`src/rtl/irq_pkg.sv`:
```
package irq_pkg;
  localparam int ADDR_W = 2;

  typedef enum logic [ADDR_W-1:0] {
    SEL_STATUS = 2'd0,
    SEL_ENABLE = 2'd1,
    SEL_CTRL   = 2'd2,
    SEL_SPARE  = 2'd3
  } reg_sel_e;
endpackage

```
`src/rtl/irq_status_bank.sv`:
```
module irq_status_bank #(
  parameter int NSRC = 8
) (
  input  logic            clk,
  input  logic            rst_n,
  input  logic [NSRC-1:0] evt,
  input  logic            rd_hit,
  input  logic            wr_hit,
  input  logic [NSRC-1:0] wdata,
  output logic [NSRC-1:0] status
);
  // One lane per source: a pending bit and its read-as-1 mark.
  for (genvar i = 0; i < NSRC; i++) begin : g_lane
    logic pend_q;
    logic seen_q;
    logic clr;

    always_comb clr = wr_hit & ~wdata[i] & seen_q;

    always_ff @(posedge clk or negedge rst_n) begin
      if (!rst_n) begin
        pend_q <= 1'b0;
        seen_q <= 1'b0;
      end else begin
        if (evt[i]) begin
          pend_q <= 1'b1;
        end else if (clr) begin
          pend_q <= 1'b0;
        end
        if (clr) begin
          seen_q <= 1'b0;
        end else if (rd_hit && pend_q) begin
          seen_q <= 1'b1;
        end
      end
    end

    assign status[i] = pend_q;
  end
endmodule

```
`src/rtl/irq_ctrl_regs.sv`:
```
module irq_ctrl_regs
  import irq_pkg::*;
#(
  parameter int NSRC   = 8,
  parameter int LVL_W  = 3,
  parameter int DATA_W = 8
) (
  input  logic              clk,
  input  logic              rst_n,
  input  logic              wr,
  input  logic              rd,
  input  logic [ADDR_W-1:0] addr,
  input  logic [DATA_W-1:0] wdata,
  input  logic [NSRC-1:0]   status,
  input  logic              req,
  output logic [NSRC-1:0]   enable,
  output logic [LVL_W-1:0]  level,
  output logic [DATA_W-1:0] rdata,
  output logic              stat_rd_hit,
  output logic              stat_wr_hit
);
  localparam int REQ_BIT = LVL_W;

  reg_sel_e sel;
  logic     en_wr_hit;
  logic     ctl_wr_hit;

  always_comb begin
    sel         = reg_sel_e'(addr);
    stat_rd_hit = rd && (sel == SEL_STATUS);
    stat_wr_hit = wr && (sel == SEL_STATUS);
    en_wr_hit   = wr && (sel == SEL_ENABLE);
    ctl_wr_hit  = wr && (sel == SEL_CTRL);
  end

  always_ff @(posedge clk or negedge rst_n) begin
    if (!rst_n) begin
      enable <= '0;
      level  <= '0;
    end else begin
      if (en_wr_hit)  enable <= wdata[NSRC-1:0];
      if (ctl_wr_hit) level  <= wdata[LVL_W-1:0];
    end
  end

  always_comb begin
    rdata = '0;
    unique case (sel)
      SEL_STATUS: rdata[NSRC-1:0] = status;
      SEL_ENABLE: rdata[NSRC-1:0] = enable;
      SEL_CTRL: begin
        rdata[LVL_W-1:0] = level;
        rdata[REQ_BIT]   = req;
      end
      default: rdata = '0;
    endcase
  end
endmodule

```
`src/rtl/irq_req_gen.sv`:
```
module irq_req_gen #(
  parameter int NSRC = 8
) (
  input  logic            clk,
  input  logic            rst_n,
  input  logic [NSRC-1:0] status,
  input  logic [NSRC-1:0] enable,
  output logic            req
);
  logic [NSRC-1:0] gated;

  always_comb gated = status & enable;

  always_ff @(posedge clk or negedge rst_n) begin
    if (!rst_n) req <= 1'b0;
    else        req <= |gated;
  end
endmodule

```
`src/rtl/irq_accept.sv`:
```
module irq_accept #(
  parameter int LVL_W = 3
) (
  input  logic             gie,
  input  logic             req,
  input  logic [LVL_W-1:0] level,
  input  logic [LVL_W-1:0] cpu_ipl,
  output logic             accept
);
  logic above;

  always_comb begin
    above  = level > cpu_ipl;
    accept = gie & req & above;
  end
endmodule

```
`src/rtl/irq_aggregator.sv`:
```
module irq_aggregator
  import irq_pkg::*;
#(
  parameter int NSRC   = 8,
  parameter int LVL_W  = 3,
  parameter int DATA_W = 8
) (
  input  logic              clk,
  input  logic              rst_n,
  input  logic [NSRC-1:0]   evt_i,
  input  logic              bus_wr_i,
  input  logic              bus_rd_i,
  input  logic [ADDR_W-1:0] bus_addr_i,
  input  logic [DATA_W-1:0] bus_wdata_i,
  output logic [DATA_W-1:0] bus_rdata_o,
  input  logic              gie_i,
  input  logic [LVL_W-1:0]  cpu_ipl_i,
  output logic              irq_req_o,
  output logic [LVL_W-1:0]  irq_lvl_o,
  output logic              irq_accept_o
);
  logic [NSRC-1:0] status_q;
  logic [NSRC-1:0] enable_q;
  logic            stat_rd_hit;
  logic            stat_wr_hit;

  irq_status_bank #(.NSRC(NSRC)) u_status (
    .clk    (clk),
    .rst_n  (rst_n),
    .evt    (evt_i),
    .rd_hit (stat_rd_hit),
    .wr_hit (stat_wr_hit),
    .wdata  (bus_wdata_i[NSRC-1:0]),
    .status (status_q)
  );

  irq_ctrl_regs #(.NSRC(NSRC), .LVL_W(LVL_W), .DATA_W(DATA_W)) u_regs (
    .clk         (clk),
    .rst_n       (rst_n),
    .wr          (bus_wr_i),
    .rd          (bus_rd_i),
    .addr        (bus_addr_i),
    .wdata       (bus_wdata_i),
    .status      (status_q),
    .req         (irq_req_o),
    .enable      (enable_q),
    .level       (irq_lvl_o),
    .rdata       (bus_rdata_o),
    .stat_rd_hit (stat_rd_hit),
    .stat_wr_hit (stat_wr_hit)
  );

  irq_req_gen #(.NSRC(NSRC)) u_req (
    .clk    (clk),
    .rst_n  (rst_n),
    .status (status_q),
    .enable (enable_q),
    .req    (irq_req_o)
  );

  irq_accept #(.LVL_W(LVL_W)) u_acc (
    .gie     (gie_i),
    .req     (irq_req_o),
    .level   (irq_lvl_o),
    .cpu_ipl (cpu_ipl_i),
    .accept  (irq_accept_o)
  );
endmodule

```
`config.mk`:
```
export PLATFORM = sky130hd
export DESIGN_NAME = irq_aggregator
export DESIGN_NICKNAME = d
export VERILOG_FILES = /design/src/rtl/irq_pkg.sv /design/src/rtl/irq_status_bank.sv /design/src/rtl/irq_ctrl_regs.sv /design/src/rtl/irq_req_gen.sv /design/src/rtl/irq_accept.sv /design/src/rtl/irq_aggregator.sv
export SDC_FILE = /design/constraint.sdc
export NUM_CORES = 1
export LEC_CHECK = 0
export BUFFER_PORTS_ARGS = -buffer_cell sky130_fd_sc_hd__buf_4
export CAP_MARGIN = 20
export CORE_ASPECT_RATIO = 1.75
export CORE_UTILIZATION = 48
export CTS_BUF_LIST = sky130_fd_sc_hd__clkbuf_4 sky130_fd_sc_hd__clkbuf_8
export CTS_CLUSTER_DIAMETER = 60
export DETAILED_ROUTE_END_ITERATION = 10
export GPL_TIMING_DRIVEN = 1
export PLACE_DENSITY = 0.85
export SLEW_MARGIN = 20
export SYNTH_ARGS = -nofsm -noshare
export SYNTH_HDL_FRONTEND = slang
export SYNTH_SLANG_ARGS = --single-unit
```
`constraint.sdc`:
```
create_clock -name clk -period 1.1 [get_ports clk]
set_clock_uncertainty 0.15 [all_clocks]
set_input_delay 0.11 -clock clk [delete_from_list [all_inputs] [get_ports clk]]
set_output_delay 0.11 -clock clk [all_outputs]
set_load 0.02 [all_outputs]
```
## Word level (Yosys, flattened, before mapping)

Index checks and enable logic that the tools add are counted.

- Register bits after elaboration: 28
- Input bits: 26
- Word-level logic and storage cells: 113

- Magnitude comparators: 1
- Eq/ne operators: 2
- Muxes and demuxes: 34
- Bitwise gates (word level): 27
- Reductions and logical operators: 30

Operators by type and width:

| cell | count |
|---|---|
| 2-to-1 mux 1 bit | 32 |
| nonzero test 2 bit | 16 |
| AND 1 bit | 18 |
| logical AND 1 bit | 12 |
| one-hot mux 4 bit (3 select lines) | 1 |
| AND 8 bit | 1 |
| NOT 1 bit | 8 |
| one-hot mux 4 bit (2 select lines) | 1 |
| OR reduction 8 bit | 1 |
| > comparator 3 bit | 1 |
| equality test 2 x 1 -> 1 bit (second input constant) | 1 |
| equality test 2 bit (second input constant) | 1 |
| zero test 2 bit | 1 |

## Depth between registers and ports, before layout

Gate-level depths: netlist (run 1).

- Word-level depth: 6
- Depth in mapped cells: 5
- Mapped depth without buffers: 5

## By module

Synthesis (run 1) repeated with hierarchy kept, for this count alone.

- Cells, all modules: 134
- Area total of the unflattened synthesis: 1476.4 um^2

Modules (own cells, without submodules):

| module | instances | cells each | area each (um^2) | sequential area each (um^2) |
|---|---|---|---|---|
| irq_status_bank | 1 | 73 | 745.7 | 400.4 |
| irq_ctrl_regs | 1 | 45 | 593.1 | 275.3 |
| irq_accept | 1 | 10 | 76.3 | 0.0 |
| irq_req_gen | 1 | 6 | 61.3 | 25.0 |

## Worst setup path after synthesis (run 1)

No wires, ideal clock.

- Path type: reg-to-output
- Start point: register u_regs.level[0]
- End point: output irq_accept_o
- Arrival: 1.253 ns
- Required time: 0.840 ns
- Slack: -0.413 ns
- Cell stages (with the launch flop): 6
- Cell sequence: dfrtp_1 inv_1 ha_1 nand3_1 o2111ai_1 nor2_1

- Word-level cells in the longest chain between the ends: 2

Ends and longest elaborated chain:

| element | RTL line | text |
|---|---|---|
| start, declared | irq_ctrl_regs.sv:17 | `output logic [LVL_W-1:0] level,` |
| start signal, assigned | irq_ctrl_regs.sv:42 | `if (ctl_wr_hit) level <= wdata[LVL_W-1:0];` |
| > comparator 3 bit | irq_accept.sv:13 | `above = level > cpu_ipl;` |
| AND 1 bit | irq_accept.sv:14 | `accept = gie & req & above;` |
| end, declared | irq_aggregator.sv:20 | `output logic irq_accept_o` |

Every way passes these cells.

## Worst setup path after layout (run 1)

- Start point: register u_regs.level[1]
- End point: output irq_accept_o

The elaborated chain is that of the path after synthesis.

==> flow_summary.toml, run 1 <==
[detailed_routing]
wirelength_mm = 4.31
antenna_left = 0
wire_per_inst_um = 18.9
dr.pass1.iters = 7
drt_iter0_drc = 47
vias_per_cell = 5.78
route.detailed.drc = 10
vias = 1318

[grt]
grt_pass1_vias = 1389
antenna_found_initial = 0
grt_max_degree = 29
grt_usage_pct = 28.2
overflow = 0
grt_pass1_wl_mm = 6.47

[min_path]
hold_path_depth = 3
hold_class = "in -> reg"

[synthesis]
async_flop_share_pct = 100
synth_seq_cells = 28
synth_flop_cell = "dfrtp_1"
yosysWarnings = 0
syn_area_um2 = 1440
synth_edf_count = 0
netlist_instances = 125
syn_nets = 154
ys_types = 28
synth.avg_cell_area_um2 = 11.6
ys_seq_area_share_pct = 48.5

[clock_tree]
cts_tree = "done"
numClockSinks = 28
cts-buffers-inserted = 3
cts_max_path_buffers = 2
cts.root.buffer_cell = "clkbuf_8"
path_clk_slew_ns = 0.09
cts_max_level = 1
clkLatencyLatePin_ns = 0.28

[cells_and_area]
mostFrequentLayoutCells = "buf_4, dfrtp_1, dlygate4sd3_1"
fin_nets = 230
multi_input_area_um2 = 868
layout-drive-gt1-share_pct = 53.5
n_antenna_cell = 0
area_growth_syn_to_layout_pct = 62.7
fillers = 161
register_area_um2 = 704
layout_commonest_cell = "buf_4"

[timing]
setup_viol = 14
tightest_slew_ns = 0.394
finalCritPeriodShare_pct = 157
worst_hold_slack_ns = -0.0223
tns_ns = -4.11
hold_viol_final = 4
setup_slack_ns = -0.623
grt_setup_unrepaired = "true"
max_freq_ghz = 0.580
slew_headroom_pct = 73.8
period_needed_ns = 1.72
slew_violations = 0

[pwr]
p_leak_nw = 1.01
finalPower_mw = 3.01
max-vdd-ir-drop_mv = 1.18
power_density_nw_per_um2 = 1280

[floorplan]
fp.coreArea_um2 = 2900
dieWidth_um = 43.5
start_util_pct = 49.9
std_cell_rows = 26
die_h_um = 74.6
io_pins = 39
die_area_um2 = 3240

[status]
violations = "design-rule violations, negative hold slack, negative setup slack"
status = "complete, but fails checks"

[critical_path]
crit_family = "flip-flops"
critPathBufInv = 1
end_kind = "output port"
cpMaxStageDelayCell = "dfrtp_2"
worstPathCellList = "ha_4, nor2b_4, nor3_4, nor2_4, buf_6"
critPathMaxStageDelay_ns = 0.44
worstRegToRegCells = 4
crit_required_ns = 0.84
path_depth = 5
worst-setup-path-type = "reg -> out"
crit_fanout = 2
cp-start-kind = "flip-flop"
cp_data_arrival_time_ns = 1.46

[placement]
gp_congestion = 0.827
port_buffers = 38
hpwl_mm = 2.56

[run]
maxCapViolCount = 0
[stage by stage]
step / hold slack (ns) / instances / util, % / cell area [um2] / worst slack (ns)
2_1_floorplan: -0.336 / 125 / - / 1560 / -0.269
3_3_place_gp: -0.111 / 195 / 65.3 / 1890 / -0.246
3_5_place_dp: -0.105 / 195 / 65.3 / 1890 / -0.310
4_1_cts: -0.000884 / 226 / 78.1 / 2260 / -0.597
5_1_grt: 0.00413 / 228 / 81.1 / 2350 / -0.667
6_report: -0.0223 / 228 / 81.1 / 2350 / -0.623
[synthesized netlist by cell type, types with 2 or more instances]
library cell | count | area share [%]
a21o_1 | 8 | 4.2
a21oi_1 | 8 | 2.8
a22oi_1 | 4 | 2.1
a31oi_1 | 8 | 3.5
buf_6 | 2 | 1.6
dfrtp_1 | 28 | 49
ha_1 | 3 | 2.6
inv_1 | 3 | 0.78
mux2_2 | 11 | 8.6
mux2i_1 | 8 | 5.5
nand2_1 | 12 | 3.1
nor2_1 | 5 | 1.3
nor4b_1 | 7 | 4.2
o21ai_0 | 4 | 1.4
[cell families after synthesis]
family          Yosys count  synth area share [%]
compound gates           33                  14.5
fa+ha+maj                 3                  2.60
buf+inv                   9                  4.51
flops                    28                  48.5
mux                      19                  14.1
simple gates             33                  15.8
[layout make-up]
cell class | instances | area share (%)
inverters | 3 | 0.479
flip-flops and latches | 28 | 30.0
multi-input cells | 88 | 37.0
repair buffers | 77 | 29.0
clock buffers | 4 | 2.08
well taps | 28 | 1.49
[power by group]
part | total (mW) | switching [mW] | internal [mW]
sequential | 1.32 | 0.135 | 1.18
combinational | 1.10 | 0.486 | 0.614
clock | 0.596 | 0.311 | 0.285
[state kept, by name, indices dropped and copies added, names as in the netlist]
name and flops:
u_status.g_lane.pend_q 8, u_regs.level 3, u_status.g_lane.seen_q 8, u_req.req 1, u_regs.enable 8
[worst paths after layout]
| path | start | end | slack [ns] |
|---|---|---|---|
| hold / removal | bus_wdata_i[2] | u_status.g_lane[2].seen_q$_DFFE_PN0P_ | -0.02 |
| max in group asynchronous | rst_n | u_regs.level[0]$_DFFE_PN0P_ | 0.40 |
| setup reg to reg | u_regs.level[0]$_DFFE_PN0P_ | u_regs.level[0]$_DFFE_PN0P_ | -0.19 |
| setup / recovery | u_regs.level[1]$_DFFE_PN0P_ | irq_accept_o | -0.62 |
| min in group asynchronous | rst_n | u_status.g_lane[5].pend_q$_DFFE_PN0P_ | 0.13 |
| hold reg to reg | u_status.g_lane[2].seen_q$_DFFE_PN0P_ | u_status.g_lane[2].seen_q$_DFFE_PN0P_ | 0.33 |
[metal layers]
layer	vias up	share of wire, %	track usage, %
li1	613	-	-
met1	652	36	29.9
met2	42	57	54.2
met3	11	3.2	2.43
met4	0	3.9	13.5
met5	-	0	0
[tightest hold or removal path: stages]
cell,delay [ns]
buf_4,0.09
nor4b_2,0.04
a21oi_1,0.13
[repair_timing]
| item | CTS | global route |
|---|---|---|
| hold buffers | 17 | 3 |
| endpoints found under the setup margin | 14 | 22 |
| pin swaps | 2 | 9 |
| buffers inserted | 11 | 5 |
| cloned | 0 | 0 |
| endpoints found under the hold margin | 49 | 5 |
| resized for setup | 19 | 14 |
(Power assumes the default switching activity.)
==> run 2: changes to the inputs <==
--- a/config.mk
+++ b/config.mk
@@ -13,7 +13,7 @@
 export CTS_CLUSTER_DIAMETER = 60
 export DETAILED_ROUTE_END_ITERATION = 10
 export GPL_TIMING_DRIVEN = 1
-export PLACE_DENSITY = 0.85
+export PLACE_DENSITY = 0.77
 export SLEW_MARGIN = 20
 export SYNTH_ARGS = -nofsm -noshare
 export SYNTH_HDL_FRONTEND = slang
==> flow_summary.toml, run 2 (synthesized netlist as in run 1, its figures left out) <==
[clock_tree]
cts_max_level = 1
cts.root.buffer_cell = "clkbuf_8"
clkLatencyLatePin_ns = 0.27
cts_max_path_buffers = 2
numClockSinks = 28
path_clk_slew_ns = 0.09
cts_tree = "done"
cts-buffers-inserted = 3

[floorplan]
start_util_pct = 49.9
die_h_um = 74.6
io_pins = 39
std_cell_rows = 26
dieWidth_um = 43.5
die_area_um2 = 3240
fp.coreArea_um2 = 2900

[critical_path]
cp-endpoint = "irq_accept_o"
reg2reg_from = "u_regs.level[1]$_DFFE_PN0P_"
cp-start-kind = "flip-flop"
crit_required_ns = 0.84
critPathLaunch = "u_regs.level[0]$_DFFE_PN0P_"
worst-setup-path-type = "reg -> out"
worstRegToRegCells = 3
critPathMaxStageDelay_ns = 0.41
rr_endpoint = "u_regs.level[1]$_DFFE_PN0P_"
end_kind = "output port"
worstPathCellList = "inv_1, ha_1, nand3_2, o2111ai_2, nor2_4, buf_6"
cpMaxStageDelayCell = "dfrtp_2"
cp_data_arrival_time_ns = 1.43
crit_fanout = 2
r2r_slack_ns = -0.10

[cells_and_area]
layout_commonest_cell = "buf_4"
fin_nets = 230
n_antenna_cell = 0
postLayoutCoreUtil_pct = 80.1
reg_top3 = "u_regs.enable: 8 flops, u_status.g_lane.pend_q: 8 flops, u_status.g_lane.seen_q: 8 flops"
area_growth_syn_to_layout_pct = 60.6
mostFrequentLayoutCells = "buf_4, dfrtp_1, dlygate4sd3_1"
layout-drive-gt1-share_pct = 52.5

[detailed_routing]
drt_iter0_drc = 29
wirelength_mm = 4.18
vias_per_cell = 5.80
vias = 1322
route.detailed.drc = 7
wire_per_inst_um = 18.3
antenna_left = 0
dr.pass1.iters = 7

[timing]
grt_setup_unrepaired = "true"
worst_hold_slack_ns = -0.00813
slew_headroom_pct = 74.9
slew_violations = 0
setup_viol = 15
hold_viol_final = 2
finalCritPeriodShare_pct = 154
tightest_slew_ns = 0.376
setup_slack_ns = -0.594
max_freq_ghz = 0.590
period_needed_ns = 1.69

[placement]
hpwl_mm = 2.65
port_buffers = 38
gp_congestion = 0.776

[grt]
overflow = 0
grt_pass1_wl_mm = 6.47
antenna_found_initial = 0
grt_pass1_vias = 1387
grt_usage_pct = 27.1
grt_max_degree = 29

[pwr]
p_leak_nw = 0.999
max-vdd-ir-drop_mv = 1.08
finalPower_mw = 2.94
power_density_nw_per_um2 = 1270

[min_path]
hold_class = "in -> reg"
hp-start = "bus_wdata_i[7]"

[run]
maxCapViolCount = 0

[status]
violations = "design-rule violations, negative hold slack, negative setup slack"
status = "complete, but fails checks"
==> run 2: through the flow <==
step | TNS, ns | setup slack [ns] | instance area, um2 | std cells | hold slack [ns]
3_5_place_dp | -4.11 | -0.307 | 1920 | 196 | -0.0980
6_report | -3.52 | -0.594 | 2320 | 228 | -0.00813
3_3_place_gp | -3.23 | -0.249 | 1920 | 196 | -0.110
5_1_grt | -4.16 | -0.637 | 2320 | 228 | 0.00841
4_1_cts | -4.17 | -0.592 | 2250 | 225 | -0.00112
2_1_floorplan | -0.303 | -0.269 | 1560 | 125 | -0.336
==> run 2: cell type report <==
cell class,instances,area (um2)
Multi-Input combinational cell,88,817
Inverter,3,11.3
Tap cell,28,35.0
Fill cell,169,577
Timing Repair Buffer,77,702
Sequential cell,28,704
Clock buffer,4,48.8
==> run 2: critical path: cells and delay by family, from the launching register on <==
kind | cells | cell delay [ns]
flip-flops | 1 | 0.41
AO/OA/AOI/OAI | 1 | 0.12
AND/OR/NAND/NOR | 2 | 0.21
adder cells (fa/ha/maj) | 1 | 0.24
buffers and inverters | 2 | 0.19
==> run 2: worst min-delay path by stage <==
stage                                            endpoint  slack [ns]  depth (start not counted)
global placement    u_status.g_lane[2].seen_q$_DFFE_PN0P_       -0.11                          1
CTS                 u_status.g_lane[3].seen_q$_DFFE_PN0P_      -0.001                          3
floorplan                    u_regs.enable[0]$_DFFE_PN0P_       -0.34                          0
global route        u_status.g_lane[0].seen_q$_DFFE_PN0P_       0.008                          3
detailed placement  u_status.g_lane[2].pend_q$_DFFE_PN0P_        -0.1                          1
finish              u_status.g_lane[7].seen_q$_DFFE_PN0P_      -0.008                          3
==> run 2: what timing repair did <==
item | in CTS | in global routing
hold buffers | 17 | 3
hold endpoints to repair | 50 | 4
resized for setup | 13 | 10
endpoints found under the setup margin | 13 | 21
buffers inserted | 9 | 7
pin swaps | 3 | 10
==> run 2: report_power, final <==
part | switching [mW] | internal (mW) | total [mW]
clock network | 0.309 | 0.284 | 0.593
registers | 0.129 | 1.18 | 1.31
logic | 0.461 | 0.578 | 1.04
==> run 2: routing by layer <==
metal | global-route usage, % | part of all wire (%)
met1 | 30.3 | 37
met2 | 52.9 | 60
met3 | 1.70 | 2.5
met4 | 9.03 | 0.65
met5 | 0 | 0
